--- config.mk ---
export PLATFORM = sky130hd
export DESIGN_NAME = line_pattern_gen
export DESIGN_NICKNAME = d
export VERILOG_FILES = /design/src/rtl/lpg_pkg.sv /design/src/rtl/lpg_lfsr.sv /design/src/rtl/lpg_zlim.sv /design/src/rtl/lpg_outsel.sv /design/src/rtl/line_pattern_gen.sv
export SDC_FILE = /design/constraint.sdc
export NUM_CORES = 1
export LEC_CHECK = 0
export ABC_AREA = 1
export BUFFER_PORTS_ARGS = -buffer_cell sky130_fd_sc_hd__buf_2
export CAP_MARGIN = 20
export CORE_UTILIZATION = 55
export CTS_CLUSTER_DIAMETER = 80
export DETAILED_ROUTE_END_ITERATION = 10
export PLACE_DENSITY_LB_ADDON = 0.1
export SLEW_MARGIN = 10
export SYNTH_ARGS = -nofsm -noshare
export SYNTH_HDL_FRONTEND = slang
export SYNTH_SLANG_ARGS = --single-unit
export TNS_END_PERCENT = 20
--- constraint.sdc ---
create_clock -name clk -period 1.68 [get_ports clk]
set_clock_uncertainty 0.05 [all_clocks]
set_input_delay 0.084 -clock clk [delete_from_list [all_inputs] [get_ports clk]]
set_output_delay 0.084 -clock clk [all_outputs]
set_load 0.02 [all_outputs]
--- src/rtl/lpg_pkg.sv ---
package lpg_pkg;

    localparam int E1_LEN     = 15;
    localparam int E1_TAP     = 14;
    localparam int T1_LEN     = 20;
    localparam int T1_TAP     = 17;
    localparam int QRSS_ZLIM  = 14;

    typedef enum logic [1:0] {
        PAT_PASS = 2'b00,
        PAT_ONES = 2'b01,
        PAT_RAND = 2'b10,
        PAT_RSVD = 2'b11
    } pat_e;

    typedef struct packed {
        pat_e pat;
        logic alt_src;
        logic user_bit;
        logic rnd_bit;
    } sel_t;

    function automatic logic pick_bit(sel_t s);
        logic b;
        case (s.pat)
            PAT_PASS: b = s.alt_src ? 1'b0 : s.user_bit;
            PAT_ONES: b = 1'b1;
            PAT_RAND: b = s.rnd_bit;
            default:  b = s.user_bit;
        endcase
        return b;
    endfunction

endpackage

--- src/rtl/lpg_lfsr.sv ---
module lpg_lfsr #(
    parameter int LEN   = 15,
    parameter int TAP   = 14,
    parameter int OUT_W = 1
) (
    input  logic             clk,
    input  logic             rst,
    input  logic             adv,
    output logic [OUT_W-1:0] head
);
    localparam logic [LEN-1:0] SEED = {LEN{1'b1}};

    logic [LEN-1:0] state_q;
    logic [LEN-1:0] state_d;

    always_comb begin
        state_d = {state_q[LEN-2:0], state_q[LEN-1] ^ state_q[TAP-1]};
    end

    always_ff @(posedge clk) begin
        if (rst) begin
            state_q <= SEED;
        end else if (adv) begin
            state_q <= state_d;
        end
    end

    assign head = state_q[LEN-1 -: OUT_W];

    AST_NO_LOCKUP: assert property (@(posedge clk) disable iff (rst)
        state_q != '0);

    AST_HOLD_IDLE: assert property (@(posedge clk) disable iff (rst)
        !adv |=> $stable(state_q));

    AST_MOVES_ON_STROBE: assert property (@(posedge clk) disable iff (rst)
        adv |=> state_q != $past(state_q));

endmodule

--- src/rtl/lpg_zlim.sv ---
module lpg_zlim #(
    parameter int LIMIT = 14
) (
    input  logic [LIMIT:0] win,
    output logic           bit_out
);
    logic ahead_clear;

    always_comb begin
        ahead_clear = ~|win[LIMIT-1:0];
        bit_out     = win[LIMIT] | ahead_clear;
    end

endmodule

--- src/rtl/lpg_outsel.sv ---
module lpg_outsel
    import lpg_pkg::*;
(
    input  logic clk,
    input  logic rst,
    input  sel_t sel,
    output logic line_bit
);
    always_comb begin
        line_bit = pick_bit(sel);
    end

    AST_PASS_THRU: assert property (@(posedge clk) disable iff (rst)
        (sel.pat == PAT_PASS && !sel.alt_src) |-> line_bit == sel.user_bit);

    AST_ALL_ONES: assert property (@(posedge clk) disable iff (rst)
        (sel.pat == PAT_ONES) |-> line_bit);

    AST_ALL_ZEROS: assert property (@(posedge clk) disable iff (rst)
        (sel.pat == PAT_PASS && sel.alt_src) |-> !line_bit);

    AST_RSVD_PASS: assert property (@(posedge clk) disable iff (rst)
        (sel.pat == PAT_RSVD) |-> line_bit == sel.user_bit);

endmodule

--- src/rtl/line_pattern_gen.sv ---
module line_pattern_gen
    import lpg_pkg::*;
(
    input  logic       clk,
    input  logic       rst,
    input  logic       bit_en,
    input  logic [1:0] pat_sel,
    input  logic       alt_src,
    input  logic       t1_mode,
    input  logic       invert,
    input  logic       tx_data_in,
    output logic       line_bit
);
    localparam int RUN_W = $clog2(QRSS_ZLIM + 2);

    logic                 prbs_bit;
    logic [QRSS_ZLIM:0]   qrss_win;
    logic                 qrss_bit;
    logic                 rnd_bit;
    sel_t                 sel;

    lpg_lfsr #(.LEN(E1_LEN), .TAP(E1_TAP), .OUT_W(1)) u_e1_gen (
        .clk  (clk),
        .rst  (rst),
        .adv  (bit_en),
        .head (prbs_bit)
    );

    lpg_lfsr #(.LEN(T1_LEN), .TAP(T1_TAP), .OUT_W(QRSS_ZLIM + 1)) u_t1_gen (
        .clk  (clk),
        .rst  (rst),
        .adv  (bit_en),
        .head (qrss_win)
    );

    lpg_zlim #(.LIMIT(QRSS_ZLIM)) u_zlim (
        .win     (qrss_win),
        .bit_out (qrss_bit)
    );

    always_comb begin
        rnd_bit      = (t1_mode ? qrss_bit : prbs_bit) ^ invert;
        sel.pat      = pat_e'(pat_sel);
        sel.alt_src  = alt_src;
        sel.user_bit = tx_data_in;
        sel.rnd_bit  = rnd_bit;
    end

    lpg_outsel u_outsel (
        .clk      (clk),
        .rst      (rst),
        .sel      (sel),
        .line_bit (line_bit)
    );

    // zero-run watch on the limited sequence, for the assertion below
    logic [RUN_W-1:0] zrun_q;

    always_ff @(posedge clk) begin
        if (rst) begin
            zrun_q <= '0;
        end else if (bit_en) begin
            if (qrss_bit) begin
                zrun_q <= '0;
            end else if (zrun_q != {RUN_W{1'b1}}) begin
                zrun_q <= zrun_q + 1'b1;
            end
        end
    end

    AST_ZERO_RUN: assert property (@(posedge clk) disable iff (rst)
        zrun_q <= RUN_W'(QRSS_ZLIM));

    AST_RSEED_ONE: assert property (@(posedge clk) disable iff (rst)
        $fell(rst) |-> (prbs_bit && qrss_bit));

endmodule

---- After elaboration in Yosys (flattened, before gate mapping) ----
Index checks and enable logic that the tools add are counted.
operators by class
  eq/ne operators ......................... 2
  muxes and demuxes ....................... 3
  bitwise gates (word level) .............. 4
  reductions and logical operators ........ 3
operator list
  kind                                                              number
  14-bit OR reduction                                               1
  1-bit one-hot mux with 3 select lines                             1
  1-bit bitwise XOR                                                 3
  2-bit by 1-bit == test with 1-bit output (second input constant)  1
  2-bit == test (second input constant)                             1
  2-bit logical NOT                                                 1
  1-bit 2-to-1 mux                                                  2
  1-bit logical NOT                                                 1
  1-bit bitwise OR                                                  1
storage, ports and cells
  bits in registers ....................... 35
  input port bits ......................... 9
  output and inout bits ................... 1
  logic and storage cells ................. 14

---- Depth between registers and ports, before layout ----
Gate-level depths: netlist of the first run.
  depth after elaboration ................. 6
  mapped depth ............................ 9
  depth with buffers taken out ............ 9

---- Hierarchy ----
From an unflattened synthesis of the first run, not the netlist that was laid out.
unflattened totals
  cell total of the unflattened synthesis .. 210
  area total of the unflattened synthesis .. 1586.5 µm²
modules (own cells, without submodules)
  module                times used  cells each  area an instance (µm²)  seq. area each (µm²)
  lpg_lfsr at u_t1_gen  1           103         799.5                   400.4
  lpg_lfsr at u_e1_gen  1           69          639.4                   300.3
  lpg_zlim              1           15          58.8                    0.0
  lpg_outsel            1           12          45.0                    0.0
  line_pattern_gen      1           11          43.8                    0.0

---- Worst setup path before layout of the first run ----
Ideal clock, no wire load.
  path type ............................... reg-to-output
  from .................................... reg u_t1_gen.state_q[7]
  to ...................................... out line_bit
  arrival time ............................ 1.006 ns
  required time ........................... 1.546 ns
  setup slack ............................. 0.540 ns
  stages on the path, launching flop included .. 9
  buffers on the path ..................... 0
  path through ............................ dfxtp_1 > or2_0 > nor2_1 > nand2_1 > nand2_2 > nand2_1 > nand2_1 > nand3_1 > nand2_1
between the ends
  cells in the longest elaborated chain, start to end .. 6
ends and longest elaborated chain
  what                                   line                    source
  start, declared                        lpg_lfsr.sv:13          logic [LEN-1:0] state_q;
  start signal, assigned                 lpg_lfsr.sv:24          state_q <= state_d;
  14-bit OR reduction                    lpg_zlim.sv:10          ahead_clear = ~|win[LIMIT-1:0];
  1-bit logical NOT                      lpg_zlim.sv:10
  1-bit bitwise OR                       lpg_zlim.sv:11          bit_out = win[LIMIT] | ahead_clear;
  1-bit 2-to-1 mux                       line_pattern_gen.sv:42  rnd_bit = (t1_mode ? qrss_bit : prbs_bit) ^ invert;
  1-bit bitwise XOR                      line_pattern_gen.sv:42
  1-bit one-hot mux with 3 select lines  lpg_pkg.sv:25           case (s.pat)
  end, declared                          line_pattern_gen.sv:12  output logic line_bit
No other way between the ends.

---- Worst setup path after layout of the first run ----
  from .................................... reg u_t1_gen.state_q[8]
  to ...................................... out line_bit
Same word-level chain as after synthesis.

==> reports/qor.yml, run 1 <==
finalSetupViolations: 0
grt_remaining_overflow: 0
grt_pass1_wl_um: 4174
cpPeakStageDelay_ps: 340
die_h_um: 51.04
grt_use_met3_pct: 8.929
syn-cell-area_mm2: 0.001323
synth_warnings: 0
routedWlPerCell_um: 10.78
syn-num-nets: 192
critical_path_class: "flop to output pin"
status: "finished clean"
core-area_mm2: 0.002233
firstDrtPassIters: 4
hold_ws_ps: 157.4
mostFrequentLayoutCell: "nand2_1"
startpoint_type: "flop"
clockBufferDepth: 2
dieArea_mm2: 0.002605
crit_top_cell: "nand2_1"
worst_setup_path_end_kind: "output pin"
met1_usage_pct: 26.49
synth_cells: 183
n_antenna_cell: 0
area_growth_syn_to_layout_pct: 12.39
htree_levels: 2
tightest_slew_ps: 413.3
final_cell_mix: "nand2_1 (75), nand3_1 (35), dfxtp_1 (32)"
pre_cts_ws_ps: 432.1
antenna_found_initial: 0
drc: 0
p_per_area_mw_per_mm2: 1074
drtAntennaViolNets: 0
netlist.area_leader.share_pct: 52.98
grt_max_degree: 34
rsz0062_at_grt: "yes"
drive_gt1_share_pct: 13.78
timing.final.crit_share_pct: 94.68
slowest_stage: "dfxtp_2"
busiest_layer: "met2"
clk_pin_slew_worst_paths_ps: 110
path_delay_family: "simple AND/OR/NAND/NOR gates"
max_freq_mhz: 628.7
rows: 17
ys_top_cells_by_area: "dfxtp_1 (53%), nand2_1 (21%), nand3_1 (13%)"
crit_arrival_ps: 1460
leakage_nw: 0.7426
ios: 10
grt_pass1_vias: 994
hold_class: "input port to flop"
viasPerCell: 5.129
cp_max_fo: 3
totalWireLength_um: 2414
insertion_delay_ps: 330
path_cells: "or2_0 > nor2_1 > nand2_1 > nand2_2 > nand2_1 > nand2_1 > nand3_1 > nand2_1 > buf_6"
hold_violations: 0
io_buffers: 9
syn_area_per_cell_um2: 7.227
synth_top_area_cell: "dfxtp_1"
path_buf_inv: 1
gr-usage-all-layers_pct: 22.26
vdd_drop_max_mv: 0.7564
ys_ff_latch: 35
place_hpwl_um: 1599
cts_tree: "yes"
cts_buffers: 5
final_nets: 204
setup_ws_ps: 89.44
cts_root_buf: "clkbuf_4"
use_met2_pct: 33.99
finalMaxSlewViolations: 0
first_iter_violations: 15
ys_seq_area_share_pct: 52.98
finalCriticalPeriod_ps: 1591
slew-limit-headroom_pct: 72.41
maxCapViolations: 0
die_x_um: 51.04
num_vias: 1149
gp_congestion: 0.8008
worstPathRequired_ps: 1550
numClockSinks: 35
yosysUniqueCellTypes: 15
start_util_pct: 59.22
-- worst min-delay path: stages --
cell and delay, ps:
buf_2 90, inv_2 160, nand2_1 100, nand3_1 50
-- cell usage after synthesis --
library cell	count
nand2_1	75
dfxtp_1	35
nand3_1	35
nor2_1	11
inv_1	5
a21oi_1	4
buf_2	4
buf_1	3
clkbuf_1	3
o21ai_0	3
inv_2	1
nand2_2	1
o21ai_1	1
or2_0	1
or2_2	1
-- state kept, by name, summed over array words and instances, names as in the netlist --
signal,flops
u_e1_gen.state_q,15
u_t1_gen.state_q,20
-- metal layers --
| layer | part of all wire [%] | vias up | routed length [um] |
|---|---|---|---|
| li1 | - | 606 | - |
| met1 | 47 | 521 | 1139 |
| met2 | 47 | 15 | 1139 |
| met3 | 2.7 | 7 | 65 |
| met4 | 2.9 | 0 | 69 |
| met5 | 0 | - | 0 |
-- layout make-up --
| cell class | count | area, um2 |
|---|---|---|
| multi-input combinational | 132 | 556.8 |
| timing repair buffer | 15 | 98.84 |
| fill | 214 | 747.0 |
| tap | 28 | 35.03 |
| inverter | 6 | 22.52 |
| sequential | 35 | 704.4 |
| clock buffer | 8 | 68.82 |
-- final timing paths --
kind | from | endpoint | slack, ps | cells after the start
hold / removal | bit_en | u_e1_gen.state_q[2] | 160 | 4
setup reg to reg | u_t1_gen.state_q[19] | u_t1_gen.state_q[0] | 840 | 3
setup / recovery | u_t1_gen.state_q[8] | line_bit | 90 | 9
hold reg to reg | u_e1_gen.state_q[9] | u_e1_gen.state_q[9] | 420 | 2
-- power breakdown --
group | leakage, nW | internal (mW) | switching (mW)
combinational | 0.414 | 0.0669 | 0.0935
clock | 0.0386 | 0.246 | 0.268
sequential | 0.290 | 0.886 | 0.0354
total | 0.743 | 1.20 | 0.397
-- through the flow --
| stage | total power [mW] | utilization, % | setup TNS, ps | cells | area (um2) |
|---|---|---|---|---|---|
| floorplan | 1.048 | - | 0 | 183 | 1323 |
| global placement | 1.083 | 62.24 | 0 | 214 | 1390 |
| detailed placement | 1.093 | 62.24 | 0 | 214 | 1390 |
| CTS | 1.609 | 65.77 | 0 | 223 | 1469 |
| global route | 1.676 | 66.55 | -59.88 | 224 | 1486 |
| finish | 1.596 | 66.55 | 0 | 224 | 1486 |
-- cell families (layout without fill, tap and decap cells) --
group / count (synthesis) / after routing / share of synthesized area, %
AOI/OAI and AO/OA: 8 / 8 / 3.027
buffers and inverters: 16 / 29 / 4.919
DFF: 35 / 35 / 52.98
and+or+nand+nor: 124 / 124 / 39.07
-- repair_timing --
item                       CTS  global route
resized for setup            0             5
hold endpoints to repair     2             0
buffers inserted             0             1
setup endpoints to repair    0             1
hold buffers                 1             0
Power figures use the tool's default switching activity.
==> run 2: changes to the inputs <==
==> constraint.sdc (replaced) <==
create_clock -name clk -period 1.68 [get_ports clk]
set_clock_uncertainty 0.05 [all_clocks]
set_input_delay 0.252 -clock clk [delete_from_list [all_inputs] [get_ports clk]]
set_output_delay 0.252 -clock clk [all_outputs]
set_load 0.02 [all_outputs]
==> run 2 against run 1 <==
The run now ends with negative setup slack left; hold slack got worse by 79 ps; sequential power about the same; non-clock buffer count did not move; wire length is 4.2% higher; clock-buffer cell count decreased by 2; register-to-register slack gained 30 ps; critical path depth unchanged; fmax fell by 9.7%; first-iteration DRC count up 20%.
==> reports/qor.yml, run 2 (synthesis results as in run 1) <==
pre_cts_ws_ps: 269.9  # -162.2 ps
antenna_found_initial: 0  # unchanged
final_nets: 204  # unchanged
timing.final.crit_share_pct: 104.8  # +10 points
totalWireLength_um: 2516  # +4.2%
worst_setup_path_end_kind: "output pin"
area_growth_syn_to_layout_pct: 11.07
die_x_um: 51.04  # unchanged
utilization_pct: 65.77  # -0.78 points
gr-usage-all-layers_pct: 23.34  # +1.1 points
grt_max_degree: 34  # unchanged
maxCapViolations: 0  # unchanged
io_buffers: 9  # unchanged
regMostFlops: "u_t1_gen.state_q"
cts_tree: "yes"
die_h_um: 51.04  # unchanged
tightest_slew_ps: 360.9  # -52.43 ps
startpoint_type: "flop"
gp_congestion: 0.8075  # +0.84%
slew-limit-headroom_pct: 75.92  # +3.5 points
worstPathRequired_ps: 1380  # -170 ps
place_hpwl_um: 1682  # +5.2%
drc: 0  # unchanged
grt_pass1_wl_um: 4347  # +4.1%
firstDrtPassIters: 4  # unchanged
cts_buffers: 5  # unchanged
reg_top3: "u_t1_gen.state_q: 20 flops, u_e1_gen.state_q: 15 flops"
crit_top_cell: "nand2_1"
crit_arrival_ps: 1460  # about the same
cts_root_buf: "clkbuf_4"
dieArea_mm2: 0.002605  # unchanged
routedWlPerCell_um: 11.28  # +4.7%
hold_class: "input port to flop"
viasPerCell: 5.184  # +1.1%
final_cell_mix: "nand2_1 (75), nand3_1 (35), dfxtp_1 (34)"
num_vias: 1156  # +0.61%
vdd_drop_max_mv: 0.8814  # +17%
grt_pass1_vias: 1035  # +4.1%
leakage_nw: 0.7395  # -0.43%
path_buf_inv: 1  # unchanged
finalSetupViolations: 1  # +1
grt_remaining_overflow: 0  # unchanged
first_iter_violations: 18  # +3
htree_levels: 2  # unchanged
core-area_mm2: 0.002233  # unchanged
numClockSinks: 35  # unchanged
drive_gt1_share_pct: 13.33  # -0.44 points
drtAntennaViolNets: 0  # unchanged
rsz0062_at_grt: "yes"
critical_path_class: "flop to output pin"
placed_area_mm2: 0.001398  # +0.54%
holdBufCountCts: 0  # -1
finalCriticalPeriod_ps: 1761  # +169.9 ps
path_delay_family: "simple AND/OR/NAND/NOR gates"
hold_violations: 0  # unchanged
clk_pin_slew_worst_paths_ps: 110  # about the same
cp_max_fo: 2  # -1
mostFrequentLayoutCell: "nand2_1"
cpPeakStageDelay_ps: 330  # about the same
rows: 17  # unchanged
start_util_pct: 59.22  # unchanged
largest_reg_flops: 20  # unchanged
stdcell_area_mm2: 0.001469  # -1.2%
ios: 10  # unchanged
violations: "negative setup slack"
finalMaxSlewViolations: 0  # unchanged
clockBufferDepth: 2  # unchanged
setup_ws_ps: -80.51  # -169.9 ps
path_cells: "or2_0 > nor2_1 > nand2_1 > nand2_2 > nand2_1 > nand2_1 > nand3_1 > nand2_1 > buf_6"
p_per_area_mw_per_mm2: 1050  # -2.2%
max_freq_mhz: 568.0  # -9.7%
status: "finished, violations left"
finalPower_mw: 1.543  # -3.4%
insertion_delay_ps: 340  # about the same
n_antenna_cell: 0  # unchanged
slowest_stage: "dfxtp_2"
run 2: cell types whose count changed in the layout (fill, tap and decap cells not counted), sizes merged:
cell,delta
clkinv,+1
dlygate4sd3,-1
buf,+1
clkbuf,-2
run 2: metal layers:
layer / vias up / wire, um / share of wire (%) / track usage [%]
li1: 605 / - / - / -
met1: 533 / 1208 / 48 / 27.50
met2: 11 / 1158 / 46 / 36.18
met3: 7 / 91 / 3.6 / 8.929
met4: 0 / 57 / 2.3 / 12.96
met5: - / 0 / 0 / 0
run 2: power breakdown:
part           leakage [nW]  switching [mW]  total, mW  internal (mW)
Clock                0.0341           0.265      0.459          0.194
Sequential            0.290          0.0352      0.920          0.885
Combinational         0.415          0.0962      0.163         0.0669
Total                 0.739           0.397       1.54           1.15
run 2: what timing repair did:
item,4_1_cts,5_1_grt
buffers inserted,1,0
endpoints found under the setup margin,1,1
pin swaps,1,0
resized for setup,3,0
run 2: worst paths after layout:
path | end | slack (ps) | cells past startpoint | startpoint
min reg2reg | u_e1_gen.state_q[12] | 410 | 2 | u_e1_gen.state_q[12]
max | line_bit | -80 | 9 | u_t1_gen.state_q[7]
max reg2reg | u_t1_gen.state_q[0] | 870 | 3 | u_t1_gen.state_q[19]
min | u_t1_gen.state_q[0] | 80 | 3 | rst
run 2: stage by stage:
step | hold WS (ps) | std cells | setup TNS, ps
after floorplan | 297.8 | 183 | 0
after global placement | 388.5 | 215 | 0
after detailed placement | 395.2 | 215 | 0
after CTS | 67.67 | 223 | -94.78
after global routing | 74.77 | 223 | -176.2
final | 78.18 | 223 | -80.51
run 2: final cells by class:
| type | count | area (um2) |
|---|---|---|
| multi-input cells | 132 | 556.8 |
| clock inverters | 1 | 5.005 |
| fillers | 199 | 764.5 |
| well taps | 28 | 35.03 |
| inverters | 6 | 22.52 |
| flip-flops and latches | 35 | 701.9 |
| repair buffers | 15 | 96.34 |
| clock buffers | 6 | 51.30 |
run 2: tightest hold or removal path, delay by kind of cell:
family	cells	cell delay, ps
buf+inv	1	100
simple gates	1	50
compound gates	1	40
